<file path="config.mk">
export PLATFORM = sky130hd
export DESIGN_NAME = rd_strobe_gate
export DESIGN_NICKNAME = d
export VERILOG_FILES = /design/src/rtl/rsg_pkg.sv /design/src/rtl/rsg_dly_cnt.sv /design/src/rtl/rsg_fsm.sv /design/src/rtl/rsg_strobe_mask.sv /design/src/rtl/rd_strobe_gate.sv
export SDC_FILE = /design/constraint.sdc
export NUM_CORES = 1
export LEC_CHECK = 0
export ABC_AREA = 1
export BUFFER_PORTS_ARGS = -buffer_cell sky130_fd_sc_hd__buf_2
export CELL_PAD_IN_SITES_DETAIL_PLACEMENT = 1
export CELL_PAD_IN_SITES_GLOBAL_PLACEMENT = 2
export CORE_UTILIZATION = 30
export CTS_BUF_LIST = sky130_fd_sc_hd__clkbuf_4 sky130_fd_sc_hd__clkbuf_8
export DETAILED_ROUTE_END_ITERATION = 10
export PLACE_DENSITY_LB_ADDON = 0.1
export SLEW_MARGIN = 10
export SYNTH_ARGS = -nofsm -noshare
export SYNTH_HDL_FRONTEND = slang
export SYNTH_SLANG_ARGS = --single-unit
</file>
<file path="constraint.sdc">
create_clock -name clk_i -period 2.56 [get_ports clk_i]
set_input_delay 0.128 -clock clk_i [delete_from_list [all_inputs] [get_ports clk_i]]
set_output_delay 0.128 -clock clk_i [all_outputs]
set_load 0.05 [all_outputs]
</file>
<file path="src/rtl/rsg_pkg.sv">
`timescale 1ns/1ps
// Shared types for the read strobe gate controller.
// Assumes: the state encoding is only consumed inside this block and its checker.
package rsg_pkg;

    // Gate controller states.
    typedef enum logic [1:0] {
        GS_IDLE       = 2'd0,
        GS_WAIT_OPEN  = 2'd1,
        GS_OPEN       = 2'd2,
        GS_WAIT_CLOSE = 2'd3
    } gate_state_e;

endpackage

</file>
<file path="src/rtl/rsg_dly_cnt.sv">
`timescale 1ns/1ps
// Loadable down-counter used to time one programmable delay.
// Loading a value N then decrementing once per cycle gives last_o after
// N-1 decrements, so a waiting state that leaves on last_o lasts N cycles.
// Assumes: the owner never decrements a counter loaded with zero
// (a zero delay bypasses the waiting state entirely).
module rsg_dly_cnt #(
    parameter int W = 4
) (
    input  logic         clk_i,
    input  logic         rst_ni,
    input  logic         load_i,
    input  logic [W-1:0] load_val_i,
    input  logic         dec_i,
    output logic         last_o
);

    logic [W-1:0] cnt_q;

    // Count register: load has priority, decrement saturates at zero.
    always_ff @(posedge clk_i) begin
        if (!rst_ni) begin
            cnt_q <= '0;
        end else if (load_i) begin
            cnt_q <= load_val_i;
        end else if (dec_i && (cnt_q != '0)) begin
            cnt_q <= cnt_q - W'(1);
        end
    end

    // Final cycle of the delay window.
    assign last_o = (cnt_q == W'(1));

endmodule

</file>
<file path="src/rtl/rsg_fsm.sv">
`timescale 1ns/1ps
// Gate sequencing state machine.
// Idle -> (read-enable) -> wait-open -> open -> (close condition) ->
// wait-close -> idle. A zero delay skips the matching waiting state.
// A read-enable during wait-close returns to open; during wait-open
// and open it is ignored. The close condition is only acted on in open.
// Assumes: the close condition is already the AND of both indications.
module rsg_fsm
    import rsg_pkg::*;
#(
    parameter int DLY_W = 4
) (
    input  logic             clk_i,
    input  logic             rst_ni,
    input  logic             rd_en_i,
    input  logic             close_req_i,
    input  logic [DLY_W-1:0] open_dly_i,
    input  logic [DLY_W-1:0] close_dly_i,
    input  logic             open_last_i,
    input  logic             close_last_i,
    output logic             open_load_o,
    output logic             open_dec_o,
    output logic             close_load_o,
    output logic             close_dec_o,
    output logic             gate_o,
    output gate_state_e      state_o
);

    gate_state_e state_q;
    gate_state_e state_d;

    logic open_zero;
    logic close_zero;

    assign open_zero  = (open_dly_i == '0);
    assign close_zero = (close_dly_i == '0);

    // Next-state and counter control decode.
    always_comb begin
        state_d      = state_q;
        open_load_o  = 1'b0;
        open_dec_o   = 1'b0;
        close_load_o = 1'b0;
        close_dec_o  = 1'b0;
        unique case (state_q)
            GS_IDLE: begin
                if (rd_en_i) begin
                    if (open_zero) begin
                        state_d = GS_OPEN;
                    end else begin
                        state_d     = GS_WAIT_OPEN;
                        open_load_o = 1'b1;
                    end
                end
            end
            GS_WAIT_OPEN: begin
                open_dec_o = 1'b1;
                if (open_last_i) begin
                    state_d = GS_OPEN;
                end
            end
            GS_OPEN: begin
                if (close_req_i) begin
                    if (close_zero) begin
                        state_d = GS_IDLE;
                    end else begin
                        state_d      = GS_WAIT_CLOSE;
                        close_load_o = 1'b1;
                    end
                end
            end
            GS_WAIT_CLOSE: begin
                if (rd_en_i) begin
                    state_d = GS_OPEN;
                end else begin
                    close_dec_o = 1'b1;
                    if (close_last_i) begin
                        state_d = GS_IDLE;
                    end
                end
            end
            default: state_d = GS_IDLE;
        endcase
    end

    // State register with synchronous reset to idle.
    always_ff @(posedge clk_i) begin
        if (!rst_ni) begin
            state_q <= GS_IDLE;
        end else begin
            state_q <= state_d;
        end
    end

    // Gate is open in open and while the close delay runs.
    assign gate_o  = (state_q == GS_OPEN) || (state_q == GS_WAIT_CLOSE);
    assign state_o = state_q;

endmodule

</file>
<file path="src/rtl/rsg_strobe_mask.sv">
`timescale 1ns/1ps
// Per-lane strobe mask: each lane passes only while the gate is high.
// Assumes: gate_i comes straight from a register so the mask adds one AND level.
module rsg_strobe_mask #(
    parameter int LANES = 2
) (
    input  logic             gate_i,
    input  logic [LANES-1:0] strobe_i,
    output logic [LANES-1:0] strobe_o
);

    // One AND gate per strobe lane.
    for (genvar g = 0; g < LANES; g++) begin : g_lane
        assign strobe_o[g] = strobe_i[g] & gate_i;
    end

endmodule

</file>
<file path="src/rtl/rd_strobe_gate.sv">
`timescale 1ns/1ps
// Read strobe gate controller (top).
// Opens the strobe gate a programmable number of PHY cycles after the
// read-data-enable, and closes it once the amble and read-enable-bar
// indications are both high, optionally after a second programmable delay.
// Assumes: all inputs are synchronous to clk_i.
module rd_strobe_gate
    import rsg_pkg::*;
#(
    parameter int LANES = 2,
    parameter int DLY_W = 4
) (
    input  logic             clk_i,
    input  logic             rst_ni,
    input  logic             rd_en_i,
    input  logic             amble_i,
    input  logic             re_bar_i,
    input  logic [DLY_W-1:0] open_dly_i,
    input  logic [DLY_W-1:0] close_dly_i,
    input  logic [LANES-1:0] strobe_i,
    output logic             gate_o,
    output logic [LANES-1:0] strobe_gated_o
);

    logic        close_req;
    logic        open_load;
    logic        open_dec;
    logic        open_last;
    logic        close_load;
    logic        close_dec;
    logic        close_last;
    logic        gate;
    gate_state_e fsm_state;

    // Close condition needs both controller indications at once.
    assign close_req = amble_i & re_bar_i;

    rsg_fsm #(
        .DLY_W (DLY_W)
    ) u_fsm (
        .clk_i        (clk_i),
        .rst_ni       (rst_ni),
        .rd_en_i      (rd_en_i),
        .close_req_i  (close_req),
        .open_dly_i   (open_dly_i),
        .close_dly_i  (close_dly_i),
        .open_last_i  (open_last),
        .close_last_i (close_last),
        .open_load_o  (open_load),
        .open_dec_o   (open_dec),
        .close_load_o (close_load),
        .close_dec_o  (close_dec),
        .gate_o       (gate),
        .state_o      (fsm_state)
    );

    rsg_dly_cnt #(
        .W (DLY_W)
    ) u_open_cnt (
        .clk_i      (clk_i),
        .rst_ni     (rst_ni),
        .load_i     (open_load),
        .load_val_i (open_dly_i),
        .dec_i      (open_dec),
        .last_o     (open_last)
    );

    rsg_dly_cnt #(
        .W (DLY_W)
    ) u_close_cnt (
        .clk_i      (clk_i),
        .rst_ni     (rst_ni),
        .load_i     (close_load),
        .load_val_i (close_dly_i),
        .dec_i      (close_dec),
        .last_o     (close_last)
    );

    rsg_strobe_mask #(
        .LANES (LANES)
    ) u_mask (
        .gate_i   (gate),
        .strobe_i (strobe_i),
        .strobe_o (strobe_gated_o)
    );

    assign gate_o = gate;

endmodule

</file>
# After elaboration in Yosys (flattened, before gate mapping)
# Index checks and enable logic that the tools add are counted.
# word_totals
register_bits	10
output_inout_bits	3
elab_cells	49
# op_classes
add_sub_neg	2
n_eq_ne	9
n_mux	21
bitwise_logic	3
n_reduce_logical	11
# ops
cell	count
4-bit 2-to-1 mux	4
2-bit 2-to-1 mux	7
1-bit 2-to-1 mux	9
4-bit by 1-bit equality test with 1-bit output, second input constant	2
4-bit logical NOT	2
2-bit one-hot mux with 4 select lines	1
4-bit nonzero test	2
4-bit by 1-bit subtractor with 4-bit output, second input constant	2
2-bit != test, second input constant	3
2-bit equality test, second input constant	2
4-bit AND reduction	1
2-bit nonzero test	2
1-bit AND	3
3-bit != test, second input constant	1
2-bit by 1-bit equality test with 1-bit output, second input constant	1
1-bit logical AND	2
2-bit logical NOT	1
1-bit logical OR	1

# Logic depth before layout (Yosys ltp)
# Gate-level depths: netlist (run 1).
# logic_depth
depth_word	5
ltp_mapped	9
depth_no_buf	9

# Modules after synthesis
# Synthesis (run 1) repeated with hierarchy kept, for this count alone.
# unflattened
cells_unflattened	133
area_unflattened_um2	845.8
# modules_own_cells
module	instances	cells_each	area_per_inst_um2	seq_area_each_um2
rsg_dly_cnt	2	41	296.5	80.1
rsg_fsm	1	45	230.2	40.0
rsg_strobe_mask	1	4	15.0	0.0
rd_strobe_gate	1	2	7.5	0.0

# Worst setup path before layout (run 1)
# Ideal clock, no wire load.
# synth_timing
path_kind	flip-flop to flip-flop
startpoint	reg u_close_cnt.cnt_q[0]
endpoint	reg u_close_cnt.cnt_q[3]
t_arrival_ps	1066
required_ps	2451
slack_ps	1385
stages_incl_launch_ff	10
n_path_buf	0
cell_sequence	dfxtp_1 > inv_1 > ha_1 > nand3_1 > nand2_2 > clkinv_1 > nand2_1 > nand3_1 > nand2_1 > inv_1
# synth_via
elab_chain_len	3
# synth_lines
item	line_no	text
start, declared	rsg_dly_cnt.sv:18	logic [W-1:0] cnt_q;
start signal, assigned	rsg_dly_cnt.sv:25	cnt_q <= load_val_i;
start signal, assigned	rsg_dly_cnt.sv:27	cnt_q <= cnt_q - W'(1);
4-bit by 1-bit subtractor with 4-bit output or 4-bit nonzero test (tied branches)	rsg_dly_cnt.sv:27, rsg_dly_cnt.sv:26	
4-bit 2-to-1 mux or 1-bit logical AND (tied branches)	rsg_dly_cnt.sv:26	end else if (dec_i && (cnt_q != '0)) begin
4-bit 2-to-1 mux or 2-bit nonzero test (tied branches)	-	
# Parallel ways exist; a longest one is shown, timed or not. The select of a mux whose other input is x is not followed.
# A chain may end at the register's enable or synchronous reset.

# Final worst setup path (run 1)
# layout_timing
startpoint	reg u_fsm.state_q[1], in the netlist u_fsm.state_o[1]
endpoint	out strobe_gated_o[1]
# layout_via
elab_chain_len	3
# layout_lines
item	line_no	text
start, declared	rsg_fsm.sv:29	gate_state_e state_q;
start signal, assigned	rsg_fsm.sv:91	state_q <= state_d;
2-bit equality test	rsg_fsm.sv:96	assign gate_o = (state_q == GS_OPEN) || (state_q == GS_WAIT_CLOSE);
1-bit logical OR *	rsg_fsm.sv:96	
1-bit AND *	rsg_strobe_mask.sv:14	assign strobe_o[g] = strobe_i[g] & gate_i;
end, declared	rd_strobe_gate.sv:22	output logic [LANES-1:0] strobe_gated_o
# Every way passes the cells marked *; elsewhere a longest branch is shown, timed or not.

==> results of run 1 <==
## how the worst max path moves through the flow
stage	start	slack, ns	end	cells past startpoint
floorplan	u_close_cnt.cnt_q[0]	1.39	u_close_cnt.cnt_q[3]	9
global placement	u_fsm.state_o[1]	1.27	u_close_cnt.cnt_q[1]	5
detailed placement	u_fsm.state_o[1]	1.24	u_close_cnt.cnt_q[3]	7
CTS	u_fsm.state_o[1]	1.17	strobe_gated_o[1]	3
global route	u_fsm.state_o[1]	1.06	strobe_gated_o[1]	3
finish	u_fsm.state_o[1]	1.20	strobe_gated_o[1]	3
## per-stage QoR
step                utilization (%)  worst slack [ns]  instance area, um^2  hold WS, ns
CTS                            38.3              1.17                  975        0.144
global placement               36.9              1.27                  938        0.430
finish                         38.3              1.20                  975        0.146
detailed placement             36.9              1.24                  938        0.438
floorplan                         -              1.39                  831        0.226
global route                   38.3              1.06                  975        0.148
## registers in the layout, indices dropped and copies added, names as in the netlist
signal	count
u_fsm.state_o	2
u_close_cnt.cnt_q	4
u_open_cnt.cnt_q	4
## critical path, cell delays in order (launching register included)
cell and delay, ns:
dfxtp_1 0.55, nand2_1 0.09, inv_1 0.06, buf_2 0.25
## synthesized netlist by cell type, drive strengths merged
library cell  count  area [um^2]
a21oi             4         23.8
buf               1         11.3
clkbuf            1         3.75
clkinv            1         3.75
dfxtp            10          200
ha                4         50.1
inv              22         82.6
nand2            47          191
nand3            14         75.1
nand3b            1         7.51
nand4             6         37.5
nor2             23          111
o21ai             3         15.0
xor2              2         17.5
## cell type report
cell class	instances	share of cell area [%]
sequential	10	20.5
clock buffer	4	3.72
timing repair buffer	17	8.73
multi-input combinational	104	54.3
tap	30	3.85
inverter	23	8.86
## cell families (layout without fill, tap and decap cells)
| group | count (synthesis) | after routing |
|---|---|---|
| xor+xnor | 2 | 2 |
| compound gates | 7 | 7 |
| flops | 10 | 10 |
| buf+inv | 25 | 44 |
| fa+ha+maj | 4 | 4 |
| simple gates | 91 | 91 |
## routing by layer
layer  up-vias  GRT usage, %  wire [um]
met5         -             0          0
met4         0          3.85         17
met3         5          5.00         91
met2        16          25.1        917
met1       388          20.7       1100
li1        469             -          -
## power by group
part | switching, mW | total (mW) | internal [mW]
Sequential | 0.0607 | 0.260 | 0.200
Clock | 0.0629 | 0.149 | 0.0865
Combinational | 0.355 | 0.543 | 0.189
==> metrics.txt, run 1 <==
CTS tree=yes; Pleak=0.545 nW; Synth Instances=between 100 and 150; Synth Area in Simple Gates=~51%; gp weighted congestion=0.731; CP arrival=1.23 ns; residual DRC count=0; area grow syn2layout=17.3%; RR Startpoint=u_fsm.state_o[1]; # setup viols final=0; placed cell count=about 180; num rows=18; post-synthesis adder-cell area fraction=around 6.0%; Worst Tran Pin Value=roughly 0.38 ns; total CTS buffers=3; Post-Layout Cell Count=188; Antenna Cells=0; Worst Hold Class=input pin to flop; fin. max-slew vios=0; final WL=2.13 mm; initial cell density of the core=approximately a third; Max Buffers Root-to-Sink=2; antenna-violating nets left=0; post-CTS sizing=0; worst vdd ir=0.483 mV; CP required=approximately 2.4 ns; Worst-Skew Late Latency=about 0.27 ns; Multi-input gate area=529 um^2; FF-to-FF path depth=7; CTS clk-pin slew, worst paths=0.07 ns; Register Area=200 um^2; Hold Vio Cnt, Final=0; period utilization=~53%; Synth Area in Compound Gates=under 10%; vias=878; Avg Vias per Cell=about 4.7; Buffers on Ports=17; Final #Nets=178; antenna violations before repair=0; status=completed; Syn Std Cell Area=831 um^2; WL/cell=11.3 um; Root Driver=clkbuf_4; Power Total=roughly 0.95 mW; io pins=18; Hold Path Depth=3; maximum number of pins on one net before global-route repair=10; final total negative setup slack=0 ns; post-layout min period=1.36 ns; GRT overflow=0; fmax=736 MHz; DIE HEIGHT=around 55 um; H-Tree Depth=1; commonest non-fill, non-tap cell in the layout=nand2_1; Post-CTS Hold Buffers=0; clk_skew=0.00350 ns; main combinational cell family by area after synthesis=simple AND/OR/NAND/NOR gates; die width=54.6 um; XOR/XNOR share of the synthesized area=2.11%; GRT Util Overall=~16%; post-synthesis mux area share=0%; Worst setup SP type=flop; 1st-iter DRT viols=4; capturing element type of the critical path=output pin; R2R Path End=u_close_cnt.cnt_q[3]; RSZ-0062 raised after global routing=no; hpwl dp=1.76 mm; Max Cap Violations=0; post-CTS setup buffers=0; vias in the first global route=733; fill count=363; most frequent cells in the layout=nand2_1 (41), inv_1 (19), nor2_1 (19); Power Density=977 nW/um^2; first-pass GRT wire length=3.26 mm; Mapped Nets=158; share of layout cells above drive strength 1=22.8%; Worst Path Max Fanout=9; HP Start=rst_ni; r2r setup slk=1.25 ns; Distinct cells, synth=21; Hold Crit Endpoint=u_close_cnt.cnt_q[3]; first drt pass iteration count=4; Ys Warns=0; Core Region=around 2500 um^2; Yosys reg bits=10; Seq/Total Area, Yosys=24.1%; syn avg cell area=5.98 um^2; Slew HR=~75%; total clock sinks=10; kind of critical path=flop to output pin; die area=2980 um^2
No activity file was read; power rests on OpenSTA's default activity.
==> run 2: changes to the inputs <==
--- a/config.mk
+++ b/config.mk
@@ -9,7 +9,7 @@
 export BUFFER_PORTS_ARGS = -buffer_cell sky130_fd_sc_hd__buf_2
 export CELL_PAD_IN_SITES_DETAIL_PLACEMENT = 1
 export CELL_PAD_IN_SITES_GLOBAL_PLACEMENT = 2
-export CORE_UTILIZATION = 30
+export CORE_UTILIZATION = 28
 export CTS_BUF_LIST = sky130_fd_sc_hd__clkbuf_4 sky130_fd_sc_hd__clkbuf_8
 export DETAILED_ROUTE_END_ITERATION = 10
 export PLACE_DENSITY_LB_ADDON = 0.1
==> constraint.sdc (replaced) <==
create_clock -name clk_i -period 1.4 [get_ports clk_i]
set_input_delay 0.07 -clock clk_i [delete_from_list [all_inputs] [get_ports clk_i]]
set_output_delay 0.07 -clock clk_i [all_outputs]
set_load 0.05 [all_outputs]
==> run 2 against run 1 <==
Compared with the run above:
- sequential cell count unchanged
- clock-buffer cell count did not move
- wire length grew 1.7%
- setup slack lost 1.1 ns
- die area grew 6.9%
- clock skew is 0.0010 ns lower
- final cell count is 1.1% higher
- non-clock buffer count is 1 higher
- highest routed layer unchanged
- largest cell class unchanged
- via count rose by 1.6%
- power up 84%
==> metrics.txt, run 2 (synthesized netlist as in run 1, its figures left out) <==
fill count=387; capturing element type of the critical path=flop; vias=around 900; Worst setup SP type=flop; # setup viols final=0; final total negative setup slack=0 ns; clk_skew=0.00246 ns; kind of critical path=flop to flop; final WL=about 2.2 mm; Power Total=1.75 mW; gp weighted congestion=0.765; GRT Util Overall=15.3%; Max Buffers Root-to-Sink=2; Post-CTS Hold Buffers=0; R2R Path End=u_close_cnt.cnt_q[3]; RR Startpoint=u_close_cnt.cnt_q[0]; WL/cell=11.4 um; Register Area=203 um^2; first-pass GRT wire length=about 3.8 mm; Worst-Skew Late Latency=0.27 ns; most frequent cells in the layout=nand2_1 (41), nor2_1 (19), buf_2 (17); CTS tree=yes; FF-to-FF path depth=9; M1 GR Usage=20.3%; 1st-iter DRT viols=25; Setup crit end=u_close_cnt.cnt_q[3]; met3 GRT Util=4.38%; Avg Vias per Cell=4.69; antenna violations before repair=0; GR peak layer=met2; fin worst setup slack=0.133 ns; share of layout cells above drive strength 1=between 20 and 30%; Core Region=2780 um^2; num rows=19; Setup crit start=u_close_cnt.cnt_q[0]; residual DRC count=0; total clock sinks=10; area grow syn2layout=19.6%; CP arrival=roughly 1.5 ns; CTS clk-pin slew, worst paths=0.07 ns; worst vdd ir=0.759 mV; Slew HR=83.6%; H-Tree Depth=1; Final #Nets=between 150 and 200; die area=3190 um^2; DIE HEIGHT=56.5 um; initial cell density of the core=~30%; period utilization=90.5%; dpl ws=0.0669 ns; CP required=1.58 ns; met2 GRT Util=23.5%; commonest non-fill, non-tap cell in the layout=nand2_1; GRT overflow=0; total CTS buffers=3; maximum number of pins on one net before global-route repair=10; Worst Hold Class=input pin to flop; fmax=790 MHz; fin. max-slew vios=0; hpwl dp=1.77 mm; Worst Path Max Fanout=5; first drt pass iteration count=4; die width=roughly 56 um; antenna-violating nets left=0; r2r setup slk=0.13 ns; Antenna Cells=0; Multi-input gate area=537 um^2; Buffers on Ports=17; Power Density=approximately 1800 nW/um^2; Root Driver=clkbuf_4; Hold Vio Cnt, Final=0; post-layout min period=approximately 1.3 ns; Pleak=0.555 nW; HP Start=rst_ni; Max Cap Violations=0; RSZ-0062 raised after global routing=no; vias in the first global route=869; Worst Tran Pin Value=between 0.2 and 0.25 ns; status=completed; io pins=18
run 2: worst min-delay path by stage:
stage / endpoint / cells after the start
floorplan: u_close_cnt.cnt_q[3] / 2
global placement: u_open_cnt.cnt_q[3] / 3
detailed placement: u_close_cnt.cnt_q[1] / 3
CTS: u_open_cnt.cnt_q[3] / 3
global route: u_close_cnt.cnt_q[0] / 3
finish: u_fsm.state_o[1] / 3
run 2: repair_timing:
| item | 4_1_cts | 5_1_grt |
|---|---|---|
| gates resized for setup | 0 | 7 |
| buffers inserted | 0 | 1 |
| setup endpoints to repair | 0 | 8 |
run 2: cell type report:
cell class	count	share of cell area, %
clock buffers	4	3.65
inverters	23	8.69
multi-input cells	104	54.0
flip-flops and latches	10	20.4
well taps	31	3.90
repair buffers	18	9.32
run 2: critical path, cell delays in order, from the launching register on:
cell and delay [ns]:
dfxtp_2 0.34, inv_2 0.07, ha_2 0.20, nand3_2 0.09
nand2_2 0.13, clkinv_1 0.10, nand2_1 0.08, nand3_1 0.08
nand2_1 0.06, inv_1 0.03
run 2: power by group:
| part | switching (mW) | internal [mW] |
|---|---|---|
| logic | 0.643 | 0.352 |
| clock network | 0.117 | 0.158 |
| registers | 0.114 | 0.369 |
run 2: per-layer routing:
layer | share of wire, % | wire length, um
met3 | 4.6 | 100
met4 | 1.7 | 36
met2 | 41 | 882
met5 | 0 | 0
met1 | 53 | 1150
run 2: through the flow:
step / area (um^2) / hold WS [ns] / util [%] / cells
detailed placement: 940 / 0.376 / 33.8 / 185
floorplan: 831 / 0.168 / - / 139
finish: 993 / 0.0732 / 35.7 / 190
global placement: 940 / 0.370 / 33.8 / 185
global route: 993 / 0.0881 / 35.7 / 190
CTS: 976 / 0.0771 / 35.1 / 189
==> run 3: changes to the inputs <==
--- a/config.mk
+++ b/config.mk
@@ -5,11 +5,10 @@
 export SDC_FILE = /design/constraint.sdc
 export NUM_CORES = 1
 export LEC_CHECK = 0
-export ABC_AREA = 1
 export BUFFER_PORTS_ARGS = -buffer_cell sky130_fd_sc_hd__buf_2
 export CELL_PAD_IN_SITES_DETAIL_PLACEMENT = 1
 export CELL_PAD_IN_SITES_GLOBAL_PLACEMENT = 2
-export CORE_UTILIZATION = 28
+export CORE_UTILIZATION = 31
 export CTS_BUF_LIST = sky130_fd_sc_hd__clkbuf_4 sky130_fd_sc_hd__clkbuf_8
 export DETAILED_ROUTE_END_ITERATION = 10
 export PLACE_DENSITY_LB_ADDON = 0.1
==> run 3 against run 2 <==
Compared with the run above:
- the run now ends with negative setup slack left
- core utilization up 15 points
- maximum frequency down 16%
- first-iteration DRC count down 72%
- worst hold slack worse by 0.027 ns
- sequential cell count unchanged
- area after synthesis down 11%
- cell area up 15%
- clock power about the same
- largest cell class unchanged
==> metrics.txt, run 3 <==
status=complete, but fails checks; failing checks=negative setup slack; fin. max-slew vios=0; vias=823; Post-synth EDFFs=0; syn avg cell area=~8.4 um^2; r2r setup slk=-0.11 ns; Power Total=1.82 mW; Post-synth ARST share=0%; Synth Instances=88; Power Density=1590 nW/um^2; Critical Path Max Stage Delay=0.41 ns; area share of the largest cell type after synthesis=27.0%; Ys Warns=0; period utilization=108%; Final #Nets=between 100 and 150; antenna-violating nets left=0; Worst Hold Class=input pin to flop; fmax=661 MHz; Post-CTS Hold Buffers=0; Synth Flop Type=dfxtp_1; commonest cells in the netlist=dfxtp_1 (10), a21oi_1 (9), nand2_1 (9); Syn Std Cell Area=742 um^2; fill count=277; Max Buffers Root-to-Sink=2; Yosys reg bits=10; total CTS buffers=3; HP Start=close_dly_i[1]; Avg Vias per Cell=5.28; delay-heaviest family, CP=compound AO/OA/AOI/OAI gates; 1st-iter DRT viols=7; Worst Path Max Fanout=4; WL/cell=~16 um; first-pass GRT wire length=3.89 mm; die width=50.9 um; Antenna Cells=0; Buffers on Ports=17; Slew HR=between 70% and 80%; hpwl dp=1.73 mm; kind of critical path=flop to flop; residual DRC count=0; final total negative setup slack=-0.362 ns; Hold Path Depth=3; final WL=2.43 mm; GRT overflow=0; Worst Tran Pin Value=0.365 ns; gp weighted congestion=0.687; Worst setup SP type=flop; Hold Vio Cnt, Final=0; Mapped Nets=107; area grow syn2layout=53.6%; Pleak=0.497 nW; CTS tree=yes; CP arrival=1.73 ns; area leader, netlist=dfxtp_1; capturing element type of the critical path=flop; R2R Path End=u_open_cnt.cnt_q[3]; clk_skew=0.000901 ns; maximum number of pins on one net before global-route repair=9; DIE HEIGHT=50.9 um; H-Tree Depth=1; first drt pass iteration count=4; vias in the first global route=843; GRT Util Overall=20.9%; antenna violations before repair=0; num rows=17; worst vdd ir=0.831 mV; fin util=51.0%; most frequent cells in the layout=buf_4 (22), buf_2 (17), a21oi_1 (8); fin worst setup slack=-0.114 ns; Root Driver=clkbuf_4; RSZ-0062 raised after global routing=yes; initial cell density of the core=33.2%; most common cell in the netlist=dfxtp_1; Critical Path, Cell by Cell=inv_2 -> ha_2 -> or3b_4 -> a22oi_4 -> a22o_1 -> o21a_1; share of layout cells above drive strength 1=55.5%; FF-to-FF path depth=6; io pins=18; # setup viols final=5; CTS clk-pin slew, worst paths=roughly 0.070 ns; Core Region=2230 um^2; Max Cap Violations=0; total clock sinks=10; post-layout min period=1.51 ns; CP bufs+invs=1; Hold Crit Endpoint=u_close_cnt.cnt_q[1]; Crit-path slowest cell=or3b_4; commonest non-fill, non-tap cell in the layout=buf_4; die area=2590 um^2; CP required=around 1.6 ns; Seq/Total Area, Yosys=27.0%; RR Startpoint=u_open_cnt.cnt_q[0]; Worst-Skew Late Latency=roughly 0.27 ns; Distinct cells, synth=between 40 and 50; Synth area leaders=dfxtp_1 (27%), ha_1 (6.7%), a21oi_1 (6.1%)
[run 3: changes by cell type after synthesis, moves of 3 or more]
cell and delta:
nand2_1 -32, a21oi_1 +6, nand2_2 -6, nand3_1 -13, nand4_1 -6, inv_1 -11, nor2_1 -16, inv_2 -3
nor2_4 -3
[run 3: what timing repair did]
item                       4_1_cts  5_1_grt
pin swaps                        7        9
setup endpoints to repair        7       12
setup buffers                    2        5
resized for setup               13       14
[run 3: worst max path at each step]
stage	from	end	slack, ns	depth (start not counted)
after CTS	u_open_cnt.cnt_q[0]	u_fsm.state_o[1]	-0.09	5
after global routing	u_open_cnt.cnt_q[1]	u_fsm.state_o[0]	-0.19	6
after floorplan	u_open_cnt.cnt_q[1]	u_fsm.state_o[0]	-0.0008	6
after detailed placement	u_open_cnt.cnt_q[0]	u_fsm.state_o[1]	-0.11	5
after global placement	u_open_cnt.cnt_q[0]	u_open_cnt.cnt_q[1]	-0.06	6
final	u_open_cnt.cnt_q[0]	u_open_cnt.cnt_q[3]	-0.11	6
[run 3: per-layer routing]
metal / vias to the layer above / track usage (%) / share of wire, %
li1: 407 / - / -
met1: 398 / 21.8 / 40
met2: 13 / 40.4 / 56
met3: 5 / 2.68 / 1.9
met4: 0 / 9.72 / 1.6
met5: - / 0 / 0
[run 3: cell families (layout without fill, tap and decap cells)]
family          Yosys count  in the layout  share of synthesized area, %
compound gates           30             30                          30.0
xor+xnor                  3              3                          3.54
fa+ha+maj                 4              4                          6.75
buf+inv                  11             51                          6.24
flops                    10             10                          27.0
simple gates             30             30                          26.5
[run 3: layout make-up]
cell class | instances | area (um^2) | area share (%)
clock buffers | 4 | 36.3 | 3.18
well taps | 28 | 35.0 | 3.07
flip-flops and latches | 10 | 215 | 18.9
inverters | 8 | 30.0 | 2.63
repair buffers | 39 | 250 | 22.0
multi-input cells | 67 | 573 | 50.3
[run 3: power by group]
group	internal (mW)	switching [mW]	leakage [nW]	total, mW
sequential	0.368	0.0901	0.0851	0.458
combinational	0.574	0.511	0.391	1.09
clock	0.158	0.114	0.0210	0.272
total	1.10	0.715	0.497	1.82
[run 3: per-stage QoR]
stage          instances  hold WS, ns  cell area, um^2  worst slack, ns
2_1_floorplan         88        0.187              744        -0.000809
3_3_place_gp         145        0.351              961          -0.0588
3_5_place_dp         145        0.350              961           -0.113
4_1_cts              151       0.0491             1060          -0.0937
5_1_grt              156       0.0616             1140           -0.192
6_report             156       0.0465             1140           -0.114
[run 3: worst min-delay path: stages]
cell,delay [ns]
buf_2,0.11
nand2_1,0.05
a21oi_1,0.06
